`config.mk`:
```
export PLATFORM = sky130hd
export DESIGN_NAME = spi_regport
export DESIGN_NICKNAME = d
export VERILOG_FILES = /design/src/rtl/spi_regport_pkg.sv /design/src/rtl/spi_regport_sync.sv /design/src/rtl/spi_regport_frame.sv /design/src/rtl/spi_regport_regs.sv /design/src/rtl/spi_regport.sv
export SDC_FILE = /design/constraint.sdc
export NUM_CORES = 1
export LEC_CHECK = 0
export CORE_ASPECT_RATIO = 1.4
export CORE_MARGIN = 2
export CORE_UTILIZATION = 40
export DETAILED_ROUTE_END_ITERATION = 10
export GPL_TIMING_DRIVEN = 0
export PLACE_DENSITY = 0.61
export SLEW_MARGIN = 10
export SYNTH_ARGS = -nofsm -noshare
export SYNTH_HDL_FRONTEND = slang
export SYNTH_SLANG_ARGS = --single-unit
```
`constraint.sdc`:
```
create_clock -name clk_i -period 2.35 [get_ports clk_i]
set_clock_uncertainty 0.1 [all_clocks]
set_input_delay 0.47 -clock clk_i [delete_from_list [all_inputs] [get_ports clk_i]]
set_output_delay 0.47 -clock clk_i [all_outputs]
set_load 0.01 [all_outputs]
```
`src/rtl/spi_regport_pkg.sv`:
```
package spi_regport_pkg;
  localparam int unsigned FRAME_W = 16;
  localparam int unsigned ADDR_W  = 7;
  localparam int unsigned BYTE_W  = 8;
  localparam int unsigned WORD_W  = 2 * BYTE_W;
  localparam int unsigned WIDX_W  = ADDR_W - 1;

  typedef struct packed {
    logic              wr;
    logic [ADDR_W-1:0] addr;
    logic [BYTE_W-1:0] data;
  } frame_t;
endpackage

```
`src/rtl/spi_regport_sync.sv`:
```
module spi_regport_sync #(
  parameter int unsigned STAGES = 2
) (
  input  logic clk_i,
  input  logic rst_ni,
  input  logic cs_ni,
  input  logic sclk_i,
  input  logic din_i,
  output logic cs_s_o,
  output logic din_s_o,
  output logic cs_fall_o,
  output logic sclk_rise_o,
  output logic sclk_fall_o
);
  logic [STAGES-1:0] cs_q, sclk_q, din_q;
  logic cs_p, sclk_p;

  always_ff @(posedge clk_i or negedge rst_ni) begin
    if (!rst_ni) begin
      cs_q   <= '1;
      sclk_q <= '1;
      din_q  <= '0;
      cs_p   <= 1'b1;
      sclk_p <= 1'b1;
    end else begin
      cs_q   <= {cs_q[STAGES-2:0], cs_ni};
      sclk_q <= {sclk_q[STAGES-2:0], sclk_i};
      din_q  <= {din_q[STAGES-2:0], din_i};
      cs_p   <= cs_q[STAGES-1];
      sclk_p <= sclk_q[STAGES-1];
    end
  end

  assign cs_s_o      = cs_q[STAGES-1];
  assign din_s_o     = din_q[STAGES-1];
  assign cs_fall_o   = !cs_q[STAGES-1] && cs_p;
  assign sclk_rise_o = !cs_q[STAGES-1] && sclk_q[STAGES-1] && !sclk_p;
  assign sclk_fall_o = !cs_q[STAGES-1] && !sclk_q[STAGES-1] && sclk_p;
endmodule

```
`src/rtl/spi_regport_frame.sv`:
```
module spi_regport_frame
  import spi_regport_pkg::*;
(
  input  logic              clk_i,
  input  logic              rst_ni,
  input  logic              cs_s_i,
  input  logic              cs_fall_i,
  input  logic              sclk_rise_i,
  input  logic              sclk_fall_i,
  input  logic              din_i,
  input  logic [WORD_W-1:0] tx_word_i,
  output logic              dout_o,
  output logic              frame_vld_o,
  output frame_t            frame_o
);
  localparam int unsigned      CNT_W    = $clog2(FRAME_W + 1);
  localparam logic [CNT_W-1:0] CNT_FULL = CNT_W'(FRAME_W);
  localparam logic [CNT_W-1:0] CNT_LAST = CNT_W'(FRAME_W - 1);

  logic [CNT_W-1:0]   cnt_q;
  logic [FRAME_W-1:0] rx_q;
  logic [WORD_W-1:0]  tx_q;
  logic               vld_q;

  always_ff @(posedge clk_i or negedge rst_ni) begin
    if (!rst_ni) begin
      cnt_q <= '0;
      rx_q  <= '0;
      tx_q  <= '0;
      vld_q <= 1'b0;
    end else begin
      vld_q <= 1'b0;
      if (cs_fall_i) begin
        cnt_q <= '0;
        tx_q  <= tx_word_i;
      end else begin
        if (sclk_rise_i && cnt_q != CNT_FULL) begin
          rx_q  <= {rx_q[FRAME_W-2:0], din_i};
          cnt_q <= cnt_q + 1'b1;
          vld_q <= (cnt_q == CNT_LAST);
        end
        // first falling edge precedes any capture: MSB already on the line
        if (sclk_fall_i && cnt_q != '0 && cnt_q != CNT_FULL)
          tx_q <= {tx_q[WORD_W-2:0], 1'b0};
      end
    end
  end

  assign dout_o      = tx_q[WORD_W-1];
  assign frame_vld_o = vld_q;
  assign frame_o     = frame_t'(rx_q);

  AST_DONE_PULSE: assert property (@(posedge clk_i) disable iff (!rst_ni)
    vld_q |=> !vld_q);
  AST_FRAME_AT_FULL: assert property (@(posedge clk_i) disable iff (!rst_ni)
    vld_q |-> cnt_q == CNT_FULL);
  AST_DONE_WHILE_SELECTED: assert property (@(posedge clk_i) disable iff (!rst_ni)
    vld_q |-> !cs_s_i);
  AST_CNT_BOUND: assert property (@(posedge clk_i) disable iff (!rst_ni)
    cnt_q <= CNT_FULL);
endmodule

```
`src/rtl/spi_regport_regs.sv`:
```
module spi_regport_regs
  import spi_regport_pkg::*;
#(
  parameter int unsigned NREG    = 8,
  parameter int unsigned CMD_IDX = 7
) (
  input  logic              clk_i,
  input  logic              rst_ni,
  input  logic              wr_en_i,
  input  logic [WIDX_W-1:0] widx_i,
  input  logic              hi_i,
  input  logic [BYTE_W-1:0] wdata_i,
  input  logic [WIDX_W-1:0] ridx_i,
  output logic [WORD_W-1:0] rdata_o,
  input  logic [WORD_W-1:0] cmd_done_i,
  output logic [WORD_W-1:0] cmd_o
);
  localparam int unsigned AW = (NREG > 1) ? $clog2(NREG) : 1;

  logic [NREG-1:0][WORD_W-1:0] word;

  for (genvar g = 0; g < NREG; g++) begin : g_reg
    logic              sel;
    logic [WORD_W-1:0] q;
    assign sel     = wr_en_i && (widx_i == WIDX_W'(g));
    assign word[g] = q;

    if (g == CMD_IDX) begin : g_cmd
      logic [WORD_W-1:0] set;
      assign set = !sel ? '0 : (hi_i ? {wdata_i, {BYTE_W{1'b0}}}
                                     : {{BYTE_W{1'b0}}, wdata_i});
      always_ff @(posedge clk_i or negedge rst_ni) begin
        if (!rst_ni) q <= '0;
        else         q <= (q & ~cmd_done_i) | set;
      end
    end else begin : g_plain
      always_ff @(posedge clk_i or negedge rst_ni) begin
        if (!rst_ni) q <= '0;
        else if (sel) begin
          if (hi_i) q[WORD_W-1:BYTE_W] <= wdata_i;
          else      q[BYTE_W-1:0]      <= wdata_i;
        end
      end
    end
  end

  assign rdata_o = (int'(ridx_i) < NREG) ? word[ridx_i[AW-1:0]] : '0;
  assign cmd_o   = word[CMD_IDX];

  AST_CMD_HOLD: assert property (@(posedge clk_i) disable iff (!rst_ni)
    (!wr_en_i && cmd_done_i == '0) |=> $stable(cmd_o));
  AST_CMD_NO_CLEAR_BY_WRITE: assert property (@(posedge clk_i) disable iff (!rst_ni)
    (cmd_done_i == '0) |=> ((cmd_o & $past(cmd_o)) == $past(cmd_o)));
  AST_CMD_DONE_CLEARS: assert property (@(posedge clk_i) disable iff (!rst_ni)
    !wr_en_i |=> ((cmd_o & $past(cmd_done_i)) == '0));
endmodule

```
`src/rtl/spi_regport.sv`:
```
module spi_regport
  import spi_regport_pkg::*;
#(
  parameter int unsigned NREG        = 8,
  parameter int unsigned CMD_IDX     = 7,
  parameter int unsigned SYNC_STAGES = 2
) (
  input  logic              clk_i,
  input  logic              rst_ni,
  input  logic              cs_ni,
  input  logic              sclk_i,
  input  logic              din_i,
  output logic              dout_o,
  output logic              dout_oe_o,
  output logic [WORD_W-1:0] cmd_o,
  input  logic [WORD_W-1:0] cmd_done_i
);
  logic              cs_s, din_s, cs_fall, sclk_rise, sclk_fall;
  logic              frame_vld;
  frame_t            frame;
  logic [WORD_W-1:0] rdata, tx_next_q;

  spi_regport_sync #(.STAGES(SYNC_STAGES)) u_sync (
    .clk_i, .rst_ni, .cs_ni, .sclk_i, .din_i,
    .cs_s_o(cs_s), .din_s_o(din_s), .cs_fall_o(cs_fall),
    .sclk_rise_o(sclk_rise), .sclk_fall_o(sclk_fall)
  );

  spi_regport_frame u_frame (
    .clk_i, .rst_ni,
    .cs_s_i(cs_s), .cs_fall_i(cs_fall), .sclk_rise_i(sclk_rise),
    .sclk_fall_i(sclk_fall), .din_i(din_s), .tx_word_i(tx_next_q),
    .dout_o, .frame_vld_o(frame_vld), .frame_o(frame)
  );

  spi_regport_regs #(.NREG(NREG), .CMD_IDX(CMD_IDX)) u_regs (
    .clk_i, .rst_ni,
    .wr_en_i(frame_vld && frame.wr),
    .widx_i(frame.addr[ADDR_W-1:1]),
    .hi_i(frame.addr[0]),
    .wdata_i(frame.data),
    .ridx_i(frame.addr[ADDR_W-1:1]),
    .rdata_o(rdata),
    .cmd_done_i, .cmd_o
  );

  // word for the next frame: snapshot on read, zero after write
  always_ff @(posedge clk_i or negedge rst_ni) begin
    if (!rst_ni)        tx_next_q <= '0;
    else if (frame_vld) tx_next_q <= frame.wr ? '0 : rdata;
  end

  assign dout_oe_o = !cs_s;

  AST_TX_ONLY_AT_FRAME_END: assert property (@(posedge clk_i) disable iff (!rst_ni)
    !frame_vld |=> $stable(tx_next_q));
endmodule

```
==> Word-level counts from Yosys, hierarchy flattened <==
Index checks and enable logic that the tools add are counted.
{ "totals": {"mem_bits_ro": 0, "latchBits": 0, "register_bits": 190, "ram_bits": 0, "memories": 0, "inputBits": 21, "elab_cells": 93} }
{ "classes": {"order_cmp": 2, "n_reduce_logical": 39, "shift": 0, "bitwise_logic": 5, "addsub": 1, "n_mul": 0, "n_eq_ne": 9, "mux": 12, "n_div": 0} }
{ "ops": {"columns": ["operator", "n"], "rows": [
  ["16-bit 2-to-1 mux", 7],
  ["16-bit binary-select mux with 3-bit select", 1],
  ["2-bit AND reduction", 15],
  ["6-bit by 3-bit == test with 1-bit output, second input constant", 4],
  ["1-bit logical AND", 17],
  ["16-bit bitwise AND", 1],
  ["16-bit NOT", 1],
  ["16-bit bitwise OR", 1],
  ["6-bit by 2-bit == test with 1-bit output, second input constant", 2],
  ["5-bit 2-to-1 mux", 2],
  ["6-bit by 1-bit == test with 1-bit output, second input constant", 1],
  ["6-bit zero test", 1],
  ["6-bit by 4-bit < comparator with 1-bit output, second input constant", 1],
  ["5-bit by 1-bit adder with 5-bit output, second input constant", 1],
  ["5-bit by 4-bit == test with 1-bit output, second input constant", 1],
  ["5-bit != test, second input constant", 1],
  ["5-bit nonzero test", 1],
  ["3-bit by 4-bit < comparator with 1-bit output, second input constant", 1],
  ["2-bit nonzero test", 2],
  ["1-bit zero test", 3],
  ["1-bit 2-to-1 mux", 2],
  ["1-bit NOT", 2]
]} }

==> Longest topological paths before layout <==
Gate-level depths: netlist of the first run.
{ "logic_depth": {"ltp_word": 7, "mapped_depth": 8} }

==> By module <==
Synthesis of the first run repeated with hierarchy kept, for this count alone.
{ "hier_totals": {"hier_cells": 589, "hier_area_um2": 8698.3} }
{ "by_module_without_submodules": {"columns": ["module", "area_per_inst_um2", "cells_each", "n_inst"], "rows": [
  ["spi_regport_regs", 5978.2, 371, 1],
  ["spi_regport_frame", 1799.2, 139, 1],
  ["spi_regport", 691.9, 68, 1],
  ["spi_regport_sync", 229.0, 11, 1]
]} }

==> Worst setup path after synthesis of the first run <==
Ideal clock, no wire load.
{ "synth_path": {"kind": "register -> register", "start": "reg u_frame.cnt_q[0]", "end": "reg u_frame.tx_q[10]", "n_path_buf": 2, "period_less_slack_ns": 2.165, "path_slack_ns": 0.185, "required_ns": 2.117, "path_stages_with_launch": 9, "t_arrival_ns": 1.932, "setup_time_ns": 0.133, "path_cell_list": "dfrtp_1 -> inv_1 -> ha_1 -> nor3b_1 -> or4b_2 -> buf_2 -> buf_2 -> mux2i_1 -> o21ai_0"} }
{ "synth_between": {"elab_chain_cells": 4, "word_cells_on_any_way": 5, "cone_classes": "eq/ne: 1; reduce/logical: 4"} }
{ "synth_lines": {"columns": ["element", "line_no", "text"], "rows": [
  ["start, declared", "spi_regport_frame.sv:20", "logic [CNT_W-1:0] cnt_q;"],
  ["start signal, assigned", "spi_regport_frame.sv:39", "cnt_q <= cnt_q + 1'b1;"],
  ["5-bit nonzero test", "spi_regport_frame.sv:43", "if (sclk_fall_i && cnt_q != '0 && cnt_q != CNT_FULL)"],
  ["1-bit logical AND", "spi_regport_frame.sv:43", null],
  ["1-bit logical AND (*)", "spi_regport_frame.sv:43", null],
  ["2-bit nonzero test (no line) (*)", null, null],
  ["end signal, assigned", "spi_regport_frame.sv:35", "tx_q <= tx_word_i;"],
  ["end signal, assigned", "spi_regport_frame.sv:44", "tx_q <= {tx_q[WORD_W-2:0], 1'b0};"],
  ["end, declared", "spi_regport_frame.sv:22", "logic [WORD_W-1:0] tx_q;"]
]} }
Every way passes the cells marked *; elsewhere a longest branch is shown, timed or not.
A chain may end at the register's enable or synchronous reset.

==> Final worst setup path of the first run <==
{ "layout_path": {"start": "reg u_frame.rx_q[13], in the netlist u_frame.frame_o[13]", "end": "reg u_regs.g_reg[5].q[8]"} }
{ "layout_between": {"elab_chain_cells": 3} }
{ "layout_lines": {"columns": ["element", "line_no", "text"], "rows": [
  ["start, declared", "spi_regport_frame.sv:21", "logic [FRAME_W-1:0] rx_q;"],
  ["start signal, assigned", "spi_regport_frame.sv:38", "rx_q <= {rx_q[FRAME_W-2:0], din_i};"],
  ["6-bit by 3-bit == test with 1-bit output", "spi_regport_regs.sv:25", "assign sel = wr_en_i && (widx_i == WIDX_W'(g));"],
  ["1-bit logical AND", "spi_regport_regs.sv:25", null],
  ["2-bit AND reduction (no line)", null, null],
  ["end signal, assigned by index", "spi_regport_regs.sv:40", "if (hi_i) q[WORD_W-1:BYTE_W] <= wdata_i;"],
  ["end signal, assigned by index", "spi_regport_regs.sv:41", "else q[BYTE_W-1:0] <= wdata_i;"],
  ["end, declared", "spi_regport_regs.sv:24", "logic [WORD_W-1:0] q;"]
]} }
Every way passes these cells.

==> impl_table.tex, run 1 <==
\begin{tabular}{lr}
\hline
Metric & Value \\
\hline
\multicolumn{2}{l}{\textbf{Floorplan}} \\
\quad I/O pins & 39 \\
\quad Site row count & 62 \\
\quad Overall die width & 127 um \\
\quad Height of the die & 176 um \\
\quad Area of the die & 0.0223 mm\^{}2 \\
\quad Core area & 0.0206 mm\^{}2 \\
\quad Initial Utilization & 40.9\% \\
\multicolumn{2}{l}{\textbf{Power}} \\
\quad Total power per unit cell area & 690 mW/mm\^{}2 \\
\quad Overall power & 6850 uW \\
\quad Worst vdd ir & 0.000439 V \\
\quad Leak pwr & 0.00455 uW \\
\multicolumn{2}{l}{\textbf{Global routing}} \\
\quad Global-route wire length before repair & 31.8 mm \\
\quad Met1 Track Usage GR & 23.2\% \\
\quad All-layer global routing usage & 19.0\% \\
\quad Largest net degree at the start of global routing & 115 \\
\quad Met3 global-route usage & 3.32\% \\
\quad Vias in the first global route & 5542 \\
\quad Global routing's busiest layer & met2 \\
\quad Met2 track demand over resource & 33.3\% \\
\quad GR Overflow Total & 0 \\
\quad Antenna violations before repair & 0 \\
\multicolumn{2}{l}{\textbf{Final layout}} \\
\quad Commonest non-fill, non-tap cell in the layout & dfrtp\_1 \\
\quad Filler Cells Inserted & 1805 \\
\quad Most frequent cells in the layout & dfrtp\_1, mux2\_2, mux2i\_1 \\
\quad \# diodes & 0 \\
\quad Share of layout cells above drive strength 1 & 33.4\% \\
\quad Final net count & 712 \\
\quad Area added between synthesis and finish & 17.8\% \\
\quad Utilization after layout & 48.1\% \\
\multicolumn{2}{l}{\textbf{Placed design}} \\
\quad Input/output buffers & 38 \\
\quad HPWL after DPL & 14.3 mm \\
\quad Final weighted congestion in routability-driven placement & 0.852 \\
\multicolumn{2}{l}{\textbf{Clock network}} \\
\quad Sinks on the clock net & 190 \\
\quad Deepest clock path buffer count & 2 \\
\quad Hold buffer count at cts & 0 \\
\quad Post-CTS clock slew at the launch and capture registers of the worst setup and hold paths & 70 ps \\
\quad H-Tree Level Count & 4 \\
\quad Clock insertion delay at the later pin of the skew report & 440 ps \\
\quad Clock buffer count from CTS & 17 \\
\quad Root Buffer Master & clkbuf\_16 \\
\quad CTS tree & done \\
\multicolumn{2}{l}{\textbf{Detailed routing}} \\
\quad Antenna Violating Nets Remaining & 0 \\
\quad Number of remaining DRC errors & 0 \\
\quad Via count & 5235 \\
\quad First-iteration detailed-routing DRC count & 336 \\
\quad Final routed wire length divided by cell count & 21.1 um \\
\quad Via density & 5.47 \\
\quad Final routed wirelength across all metal layers & 20.2 mm \\
\quad Total iterations of the first detailed-routing run & 5 \\
\multicolumn{2}{l}{\textbf{Timing}} \\
\quad Highest clock rate & 0.423 GHz \\
\quad Final setup violation count & 8 \\
\quad Max Slew Vio Count & 0 \\
\quad Hold violation total from the final report & 0 \\
\quad Worst slew slack as a fraction of its limit & 43.5\% \\
\quad Unrepaired setup endpoints after global routing & true \\
\quad Worst Max-Slew Pin Slew & 847 ps \\
\quad Setup slack of the critical path after layout & -13.9 ps \\
\quad Fin Setup TNS & -76.4 ps \\
\quad Final critical-path required period & 2360 ps \\
\quad Final hold slack & 21.0 ps \\
\quad Final worst-path cycle share & 101\% \\
\multicolumn{2}{l}{\textbf{Yosys}} \\
\quad Average cell area after synthesis & 13.6 um\^{}2 \\
\quad Area of the mapped netlist & 0.00843 mm\^{}2 \\
\quad Seq/Total Area, Yosys & 56.5\% \\
\quad Yosys warning count & 0 \\
\quad Yosys cell types & 45 \\
\quad Synthesized instance count & 619 \\
\quad Net count after synthesis & 643 \\
\quad Count of state elements after synthesis & 190 \\
\multicolumn{2}{l}{\textbf{Critical path}} \\
\quad Setup crit end kind & flop \\
\quad Class of the most critical setup path & flop to flop \\
\quad Critical R2R Launch & u\_frame.frame\_o[13]\$\_DFFE\_PN0P\_ \\
\quad FF-to-FF path depth & 4 \\
\quad Endpoint required time on the critical path & 2580 ps \\
\quad Critical path launch point & u\_frame.frame\_o[13]\$\_DFFE\_PN0P\_ \\
\quad Critical path fanouts, max & 8 \\
\quad Kind of start point of the critical path & flop \\
\quad Data arrival at the endpoint of the critical path & 2590 ps \\
\quad Capture instance of the worst register-to-register path & u\_regs.g\_reg[5].q[8]\$\_DFFE\_PN0P\_ \\
\quad Setup slack of the most critical reg-to-reg path & -10 ps \\
\multicolumn{2}{l}{\textbf{Outcome}} \\
\quad Failing checks & negative setup slack \\
\quad Status & finished, violations left \\
\multicolumn{2}{l}{\textbf{Worst hold path}} \\
\quad HP Class & input port to asynchronous set/reset pin \\
\multicolumn{2}{l}{\textbf{Flow run}} \\
\quad Max\_cap viols & 0 \\
\hline
\end{tabular}
metal layers:
layer,routed length (um),share of wire [%]
met5,0,0
met4,528,2.6
met3,689,3.4
met2,10600,52
met1,8440,42
Yosys cell counts:
library cell / number / area [um^2]
ha_1: 3 / 37.5
nor2_1: 8 / 30.0
nand2_1: 23 / 86.3
nor4_4: 1 / 21.3
a211oi_1: 2 / 15.0
buf_2: 10 / 50.1
o211ai_1: 8 / 60.1
nand3_1: 6 / 30.0
nand4_1: 2 / 12.5
inv_1: 37 / 139
nor2_2: 5 / 31.3
a32o_1: 8 / 80.1
a21boi_1: 1 / 7.51
a31o_2: 1 / 8.76
mux2_1: 1 / 11.3
dfrtp_1: 184 / 4600
and2_1: 2 / 12.5
nor2b_1: 5 / 31.3
mux2i_1: 47 / 470
nand4b_1: 1 / 8.76
nor3b_2: 1 / 12.5
buf_6: 1 / 11.3
nand3_2: 1 / 10.0
buf_4: 2 / 15.0
a22oi_1: 14 / 105
mux2_2: 133 / 1500
and4bb_2: 1 / 12.5
nor3_1: 1 / 5.00
xor2_1: 1 / 8.76
and3_1: 1 / 6.26
mux4_2: 12 / 270
dfstp_2: 6 / 158
or4b_2: 1 / 10.0
o221a_2: 3 / 33.8
nor3_4: 4 / 65.1
nor4b_4: 1 / 23.8
xnor2_1: 1 / 8.76
clkbuf_1: 25 / 93.8
a22o_1: 8 / 70.1
nand2b_1: 7 / 43.8
o31ai_1: 3 / 22.5
nand3b_1: 1 / 7.51
nor3b_1: 1 / 7.51
o21ai_0: 29 / 145
o22ai_1: 6 / 37.5
state kept, by name (all words and copies together) (netlist names):
| name | flops |
|---|---|
| u_regs.g.q | 112 |
| tx_next_q | 16 |
| u_frame.frame_o | 16 |
| u_frame.tx_q | 16 |
| u_regs.cmd_o | 16 |
| u_frame.cnt_q | 5 |
| u_sync.cs_q | 2 |
| u_sync.din_q | 2 |
| u_sync.sclk_q | 2 |
| u_frame.frame_vld_o | 1 |
| u_sync.cs_p | 1 |
| u_sync.sclk_p | 1 |
how the worst max path moves through the flow:
stage                                             end  slack [ps]  cells past startpoint
global route        u_regs.g_reg[5].q[10]$_DFFE_PN0P_        -100                      4
detailed placement    u_frame.frame_o[14]$_DFFE_PN0P_        -260                      6
finish               u_regs.g_reg[5].q[8]$_DFFE_PN0P_         -10                      4
global placement    u_regs.g_reg[2].q[13]$_DFFE_PN0P_       -6740                      1
CTS                          tx_next_q[1]$_DFFE_PN0P_           8                      6
floorplan                u_frame.tx_q[10]$_DFFE_PN0P_         190                      8
what timing repair did:
item | in CTS | in global routing
setup buffers | 4 | 7
endpoints found under the setup margin | 111 | 81
gates resized for setup | 10 | 10
pin swaps | 5 | 2
where the power goes:
group          switching [uW]  internal (uW)  leakage (uW)  total (uW)
Clock                    1300           1550      0.000282        2850
Sequential                194           3340       0.00262        3530
Combinational             325            146       0.00165         470
Total                    1820           5030       0.00455        6850
cell type report:
class | instances | area [um^2] | area share (%)
Clock buffer | 20 | 457 | 4.60
Tap cell | 256 | 320 | 3.23
Sequential cell | 190 | 4760 | 48.0
Buffer | 37 | 185 | 1.87
Multi-Input combinational cell | 354 | 3410 | 34.3
Timing Repair Buffer | 51 | 532 | 5.36
Clock inverter | 12 | 125 | 1.26
Inverter | 37 | 139 | 1.40
through the flow:
step                      area, um^2  std cells  setup WS (ps)
after global placement          9130        913          -6740
after global routing            9930        957           -105
after detailed placement        9180        915           -255
after CTS                       9840        950           8.31
after floorplan                 8430        619            185
final                           9930        957          -13.9
worst max-delay path: stages (launching register included):
cell and delay [ps]:
dfrtp_1 420, nor4b_4 470, nand4_1 320, nor2_2 550, mux2_2 400
kinds of logic (layout without fill, tap and decap cells):
logic type	after synthesis	after routing	synth area share [%]
and+or+nand+nor	73	73	5.55
AOI/OAI and AO/OA	83	83	6.95
DFF	190	190	56.5
buffers and inverters	75	157	3.67
muxes	193	193	26.7
xor gates and xnor gates	2	2	0.208
adders and majority gates	3	3	0.445
No activity file was read; power rests on OpenSTA's default activity.
==> run 2, diff against run 1 <==
- CTS_BUF_LIST: unset -> sky130_fd_sc_hd__clkbuf_4 sky130_fd_sc_hd__clkbuf_8
==> impl_table.tex, run 2 (synthesized netlist as in run 1, its figures left out) <==
\begin{tabular}{lr}
\hline
Metric & Value \\
\hline
\multicolumn{2}{l}{\textbf{Outcome}} \\
\quad Status & finished, violations left \\
\quad Failing checks & negative setup slack \\
\multicolumn{2}{l}{\textbf{Floorplan}} \\
\quad Site row count & 62 (unchanged) \\
\quad I/O pins & 39 (unchanged) \\
\quad Core area & 0.0206 mm\^{}2 (unchanged) \\
\quad Height of the die & 176 um (unchanged) \\
\quad Initial Utilization & 40.9\% (unchanged) \\
\quad Area of the die & 0.0223 mm\^{}2 (unchanged) \\
\quad Overall die width & 127 um (unchanged) \\
\multicolumn{2}{l}{\textbf{Placed design}} \\
\quad Final weighted congestion in routability-driven placement & 0.852 (unchanged) \\
\quad HPWL after DPL & 14.3 mm (unchanged) \\
\quad Input/output buffers & 38 (unchanged) \\
\quad Placed cell areas & 0.00918 mm\^{}2 (unchanged) \\
\multicolumn{2}{l}{\textbf{Clock network}} \\
\quad H-Tree Level Count & 4 (unchanged) \\
\quad Clock buffer count from CTS & 17 (unchanged) \\
\quad Post-CTS clock slew at the launch and capture registers of the worst setup and hold paths & 100 ps (+30 ps) \\
\quad Clock insertion delay at the later pin of the skew report & 460 ps (+20 ps) \\
\quad Sinks on the clock net & 190 (unchanged) \\
\quad Deepest clock path buffer count & 2 (unchanged) \\
\quad CTS tree & done \\
\quad Root Buffer Master & clkbuf\_8 \\
\multicolumn{2}{l}{\textbf{Detailed routing}} \\
\quad Final routed wire length divided by cell count & 21.0 um (-0.69\%) \\
\quad Number of remaining DRC errors & 0 (unchanged) \\
\quad First-iteration detailed-routing DRC count & 347 (+3.3\%) \\
\quad Antenna Violating Nets Remaining & 0 (unchanged) \\
\quad Total iterations of the first detailed-routing run & 4 (-1) \\
\quad Via count & 5269 (+0.65\%) \\
\quad Final routed wirelength across all metal layers & 20.2 mm (-0.28\%) \\
\quad Via density & 5.48 (+0.23\%) \\
\multicolumn{2}{l}{\textbf{Final layout}} \\
\quad Area added between synthesis and finish & 15.9\% \\
\quad Max FFs per register & 112 (unchanged) \\
\quad Final net count & 716 (+0.56\%) \\
\quad Top register by number of flip-flops & u\_regs.g.q \\
\quad Commonest non-fill, non-tap cell in the layout & dfrtp\_1 \\
\quad Most frequent cells in the layout & dfrtp\_1, mux2\_2, mux2i\_1 \\
\quad Final design instance area without fill & 0.00977 mm\^{}2 (-1.6\%) \\
\quad Share of layout cells above drive strength 1 & 33.8\% (+0.38 points) \\
\quad Filler Cells Inserted & 1821 (+0.89\%) \\
\quad \# diodes & 0 (unchanged) \\
\multicolumn{2}{l}{\textbf{Timing}} \\
\quad Final setup violation count & 16 (+8) \\
\quad Unrepaired setup endpoints after global routing & true \\
\quad Final hold slack & 258 ps (+237 ps) \\
\quad Setup slack of the critical path after layout & -32.3 ps (-18.4 ps) \\
\quad Highest clock rate & 0.420 GHz (-0.77\%) \\
\quad Final critical-path required period & 2380 ps (+18.4 ps) \\
\quad Worst Max-Slew Pin Slew & 840 ps (-6.92 ps) \\
\quad Worst slew slack as a fraction of its limit & 44.0\% (+0.46 points) \\
\quad Max Slew Vio Count & 0 (unchanged) \\
\quad Hold violation total from the final report & 0 (unchanged) \\
\quad Final worst-path cycle share & 101\% (+0.78 points) \\
\multicolumn{2}{l}{\textbf{Critical path}} \\
\quad Data arrival at the endpoint of the critical path & 2640 ps (+50 ps) \\
\quad Kind of start point of the critical path & flop \\
\quad Largest stage delay on the critical path & 550 ps (about the same) \\
\quad Endpoint required time on the critical path & 2610 ps (+30 ps) \\
\quad Class of the most critical setup path & flop to flop \\
\quad Slowest library cell on the worst path & nor2\_2 \\
\quad CP cell instances & nor4b\_4 > nand4\_1 > nor2\_2 > mux2\_2 \\
\quad Setup crit end kind & flop \\
\quad Critical path fanouts, max & 8 (unchanged) \\
\multicolumn{2}{l}{\textbf{Global routing}} \\
\quad Largest net degree at the start of global routing & 115 (unchanged) \\
\quad All-layer global routing usage & 19.0\% (-0.020 points) \\
\quad Global-route wire length before repair & 31.8 mm (about the same) \\
\quad Vias in the first global route & 5561 (+0.34\%) \\
\quad Antenna violations before repair & 0 (unchanged) \\
\quad GR Overflow Total & 0 (unchanged) \\
\multicolumn{2}{l}{\textbf{Power}} \\
\quad Total power per unit cell area & 628 mW/mm\^{}2 (-9.0\%) \\
\quad Leak pwr & 0.00448 uW (-1.4\%) \\
\quad Worst vdd ir & 0.000320 V (-27\%) \\
\multicolumn{2}{l}{\textbf{Worst hold path}} \\
\quad HP Class & flop to flop \\
\multicolumn{2}{l}{\textbf{Flow run}} \\
\quad Max\_cap viols & 0 (unchanged) \\
\hline
\end{tabular}
## run 2: worst max-delay path: cells and delay by family, from the launching register on
family           cells  cell delay, ps
muxes                1             400
DFF                  1             430
and+or+nand+nor      3            1350
## run 2: area by class of cell
class	instances	area [um^2]	area share (%)
multi-input combinational	354	3410	34.9
inverter	37	139	1.42
sequential	190	4760	48.7
timing repair buffer	55	564	5.77
buffer	37	185	1.90
tap	256	320	3.28
clock inverter	12	125	1.28
clock buffer	20	269	2.75
## run 2: report_power, final
part | switching, uW | leakage [uW] | internal (uW)
registers | 191 | 0.00262 | 3330
logic | 328 | 0.00167 | 154
clock network | 1190 | 0.000198 | 936
## run 2: timing repair
action,4_1_cts,5_1_grt
hold buffers,1,0
pin swaps,5,2
hold endpoints to repair,39,0
setup buffers,6,8
endpoints found under the setup margin,116,80
resized for setup,10,10
## run 2: through the flow
stage	power (uW)	std cells	setup slack, ps	TNS [ps]	utilization [%]
finish	6140	961	-32.3	-292	47.4
global route	6420	961	-120	-1570	47.4
CTS	6210	953	2.92	0	46.9
detailed placement	4060	915	-255	-7300	44.5
global placement	4050	913	-6740	-1273040	44.2
floorplan	3710	619	185	0	-
## run 2: worst paths after layout
check	end	start	cells after the start	slack [ps]
setup reg to reg	u_regs.g_reg[5].q[8]$_DFFE_PN0P_	u_frame.frame_o[13]$_DFFE_PN0P_	4	-30
setup / recovery	u_regs.g_reg[5].q[8]$_DFFE_PN0P_	u_frame.frame_o[13]$_DFFE_PN0P_	4	-30
max in group asynchronous	u_regs.g_reg[0].q[13]$_DFFE_PN0P_	rst_ni	3	710
hold reg to reg	u_sync.din_q[1]$_DFF_PN0_	u_sync.din_q[0]$_DFF_PN0_	0	260
hold / removal	u_sync.din_q[1]$_DFF_PN0_	u_sync.din_q[0]$_DFF_PN0_	0	260
min in group asynchronous	u_frame.frame_o[0]$_DFFE_PN0P_	rst_ni	2	580
## run 2: per-layer routing
metal / global-route usage (%) / vias to the layer above / share of wire (%)
met2: 32.8 / 113 / 52
met5: 0 / - / 0
li1: - / 2372 / -
met4: 7.23 / 0 / 2.8
met1: 23.3 / 2757 / 41
met3: 4.02 / 27 / 3.6
==> run 3, diff against run 2 <==
- PLACE_DENSITY: 0.61 -> 0.58
==> impl_table.tex, run 3 (synthesized netlist as in run 1, its figures left out) <==
\begin{tabular}{lr}
\hline
Metric & Value \\
\hline
\multicolumn{2}{l}{\textbf{Timing}} \\
\quad Hold violation total from the final report & 0 (unchanged) \\
\quad Fin Setup TNS & 0 ps (+292 ps) \\
\quad Final critical-path required period & 2250 ps (-131 ps) \\
\quad Final hold slack & 262 ps (+3.48 ps) \\
\quad Final worst-path cycle share & 95.8\% (-5.6 points) \\
\quad Highest clock rate & 0.444 GHz (+5.8\%) \\
\quad Unrepaired setup endpoints after global routing & false \\
\quad Max Slew Vio Count & 0 (unchanged) \\
\quad Setup slack of the critical path after layout & 98.6 ps (+131 ps) \\
\quad Worst slew slack as a fraction of its limit & 55.1\% (+11 points) \\
\quad Final setup violation count & 0 (-16) \\
\quad Worst Max-Slew Pin Slew & 673 ps (-167 ps) \\
\multicolumn{2}{l}{\textbf{Final layout}} \\
\quad Area added between synthesis and finish & 16.5\% \\
\quad Utilization after layout & 47.6\% (+0.22 points) \\
\quad Commonest non-fill, non-tap cell in the layout & dfrtp\_1 \\
\quad Share of layout cells above drive strength 1 & 34.3\% (+0.57 points) \\
\quad Top register by number of flip-flops & u\_regs.g.q \\
\quad Final design instance area without fill & 0.00982 mm\^{}2 (+0.47\%) \\
\quad Final net count & 717 (+0.14\%) \\
\quad Max FFs per register & 112 (unchanged) \\
\quad Most frequent cells in the layout & dfrtp\_1, mux2\_2, mux2i\_1 \\
\quad \# diodes & 0 (unchanged) \\
\multicolumn{2}{l}{\textbf{Global routing}} \\
\quad GR Overflow Total & 0 (unchanged) \\
\quad All-layer global routing usage & 19.7\% (+0.68 points) \\
\quad Global-route wire length before repair & 33.0 mm (+4.0\%) \\
\quad Antenna violations before repair & 0 (unchanged) \\
\quad Largest net degree at the start of global routing & 120 (+4.3\%) \\
\quad Vias in the first global route & 5663 (+1.8\%) \\
\multicolumn{2}{l}{\textbf{Clock network}} \\
\quad Clock buffer count from CTS & 17 (unchanged) \\
\quad Deepest clock path buffer count & 2 (unchanged) \\
\quad H-Tree Level Count & 4 (unchanged) \\
\quad CTS tree & done \\
\quad Clock insertion delay at the later pin of the skew report & 470 ps (about the same) \\
\quad Root Buffer Master & clkbuf\_8 \\
\quad Post-CTS clock slew at the launch and capture registers of the worst setup and hold paths & 100 ps (about the same) \\
\quad Sinks on the clock net & 190 (unchanged) \\
\multicolumn{2}{l}{\textbf{Placed design}} \\
\quad Input/output buffers & 38 (unchanged) \\
\quad DP Worst Slack & -277 ps (-22.4 ps) \\
\quad Placed cell areas & 0.00918 mm\^{}2 (unchanged) \\
\quad HPWL after DPL & 14.3 mm (-0.59\%) \\
\quad Final weighted congestion in routability-driven placement & 0.826 (-3.0\%) \\
\multicolumn{2}{l}{\textbf{Floorplan}} \\
\quad Core area & 0.0206 mm\^{}2 (unchanged) \\
\quad Height of the die & 176 um (unchanged) \\
\quad I/O pins & 39 (unchanged) \\
\quad Area of the die & 0.0223 mm\^{}2 (unchanged) \\
\quad Overall die width & 127 um (unchanged) \\
\quad Initial Utilization & 40.9\% (unchanged) \\
\quad Site row count & 62 (unchanged) \\
\multicolumn{2}{l}{\textbf{Power}} \\
\quad Leak pwr & 0.00450 uW (+0.44\%) \\
\quad Net Sw Power & 1710 uW (about the same) \\
\quad Switching part of the total & 27.8\% (-0.042 points) \\
\quad Worst vdd ir & 0.000334 V (+4.4\%) \\
\quad Int Pwr & 4430 uW (+0.18\%) \\
\quad Sequential Power Share & 57.5\% (about the same) \\
\quad Combinational cell fraction of total power & 8.0\% (about the same) \\
\quad Total power per unit cell area & 626 mW/mm\^{}2 (-0.35\%) \\
\quad Relative contribution of the clock network to total power & 34.4\% (-0.3 points) \\
\multicolumn{2}{l}{\textbf{Critical path}} \\
\quad Endpoint required time on the critical path & 2630 ps (+20 ps) \\
\quad FF-to-FF path depth & 7 (+3) \\
\quad Slowest library cell on the worst path & dfrtp\_1 \\
\quad Critical path launch point & u\_frame.frame\_o[13]\$\_DFFE\_PN0P\_ \\
\quad Critical path fanouts, max & 10 (+2) \\
\quad Setup crit end kind & flop \\
\quad Kind of start point of the critical path & flop \\
\quad Termination of the worst setup path & tx\_next\_q[14]\$\_DFFE\_PN0P\_ \\
\quad Data arrival at the endpoint of the critical path & 2530 ps (-110 ps) \\
\quad Largest stage delay on the critical path & 430 ps (-120 ps) \\
\quad Critical R2R Launch & u\_frame.frame\_o[13]\$\_DFFE\_PN0P\_ \\
\quad Setup slack of the most critical reg-to-reg path & 100 ps (+130 ps) \\
\quad CP cell instances & nor4b\_4 > buf\_4 > nor2b\_1 > clkbuf\_1 > buf\_2 > o211ai\_1 > o21ai\_0 \\
\quad Capture instance of the worst register-to-register path & tx\_next\_q[14]\$\_DFFE\_PN0P\_ \\
\quad Class of the most critical setup path & flop to flop \\
\multicolumn{2}{l}{\textbf{Detailed routing}} \\
\quad Number of remaining DRC errors & 0 (unchanged) \\
\quad Final routed wirelength across all metal layers & 20.5 mm (+1.6\%) \\
\quad Antenna Violating Nets Remaining & 0 (unchanged) \\
\quad Via count & 5284 (+0.28\%) \\
\quad First-iteration detailed-routing DRC count & 339 (-2.3\%) \\
\quad Final routed wire length divided by cell count & 21.3 um (+1.6\%) \\
\quad Total iterations of the first detailed-routing run & 4 (unchanged) \\
\quad Via density & 5.50 (+0.28\%) \\
\multicolumn{2}{l}{\textbf{Flow run}} \\
\quad Max\_cap viols & 0 (unchanged) \\
\multicolumn{2}{l}{\textbf{Worst hold path}} \\
\quad HP Class & flop to flop \\
\multicolumn{2}{l}{\textbf{Outcome}} \\
\quad Status & completed \\
\hline
\end{tabular}
==> run 3: changes by cell type in the layout (fill, tap and decap cells not counted), sizes merged <==
cell	delta
buf	+2
clkinv	-1
clkinvlp	+1
inv	-2
==> run 3: metal layers <==
layer / track usage [%] / wire [um] / up-vias
met4: 7.92 / 657 / 0
met3: 3.56 / 690 / 36
met2: 33.0 / 10300 / 120
met5: 0 / 0 / -
li1: - / - / 2378
met1: 25.3 / 8820 / 2750
==> run 3: through the flow <==
step	cells	total power, uW
2_1_floorplan	619	3710
4_1_cts	954	6200
6_report	961	6140
5_1_grt	961	6400
3_5_place_dp	915	4070
3_3_place_gp	913	4050
==> run 3: how the worst min path moves through the flow <==
| stage | end | slack [ps] | from | cells after the start |
|---|---|---|---|---|
| floorplan | tx_next_q[0]$_DFFE_PN0P_ | 70 | rst_ni | 0 |
| global placement | u_sync.din_q[1]$_DFF_PN0_ | 240 | u_sync.din_q[0]$_DFF_PN0_ | 0 |
| detailed placement | u_sync.din_q[1]$_DFF_PN0_ | 240 | u_sync.din_q[0]$_DFF_PN0_ | 0 |
| CTS | u_sync.cs_q[1]$_DFF_PN1_ | 260 | u_sync.cs_q[0]$_DFF_PN1_ | 0 |
| global route | u_sync.cs_q[1]$_DFF_PN1_ | 270 | u_sync.cs_q[0]$_DFF_PN1_ | 0 |
| finish | u_sync.din_q[1]$_DFF_PN0_ | 260 | u_sync.din_q[0]$_DFF_PN0_ | 0 |
==> run 3: worst max-delay path: cells and delay by family (launching register included) <==
kind            cells  cell delay, ps
simple gates        2             460
compound gates      2             310
flops               1             430
buf+inv             3             880
==> run 3: final cells by class <==
class                           instances  area (um^2)
Buffer                                 36          180
Clock buffer                           21          283
Clock inverter                         10          101
Fill cell                            1815        10800
Inverter                               37          139
Multi-Input combinational cell        354         3430
Sequential cell                       190         4760
Tap cell                              256          320
Timing Repair Buffer                   57          604
==> run 3: timing repair <==
item | CTS | global route
endpoints found under the hold margin | 67 | 0
endpoints found under the setup margin | 134 | 73
resized for setup | 12 | 15
buffers inserted | 8 | 8
hold buffers | 1 | 0
pin swaps | 7 | 2
==> run 3: power by group through the flow <==
stage | clock [uW] | combinational [uW] | sequential (uW)
finish | 2120 | 495 | 3530
CTS | 2180 | 489 | 3530
floorplan | 0 | 228 | 3480
detailed placement | 0 | 483 | 3590
global route | 2310 | 544 | 3540
global placement | 0 | 458 | 3590
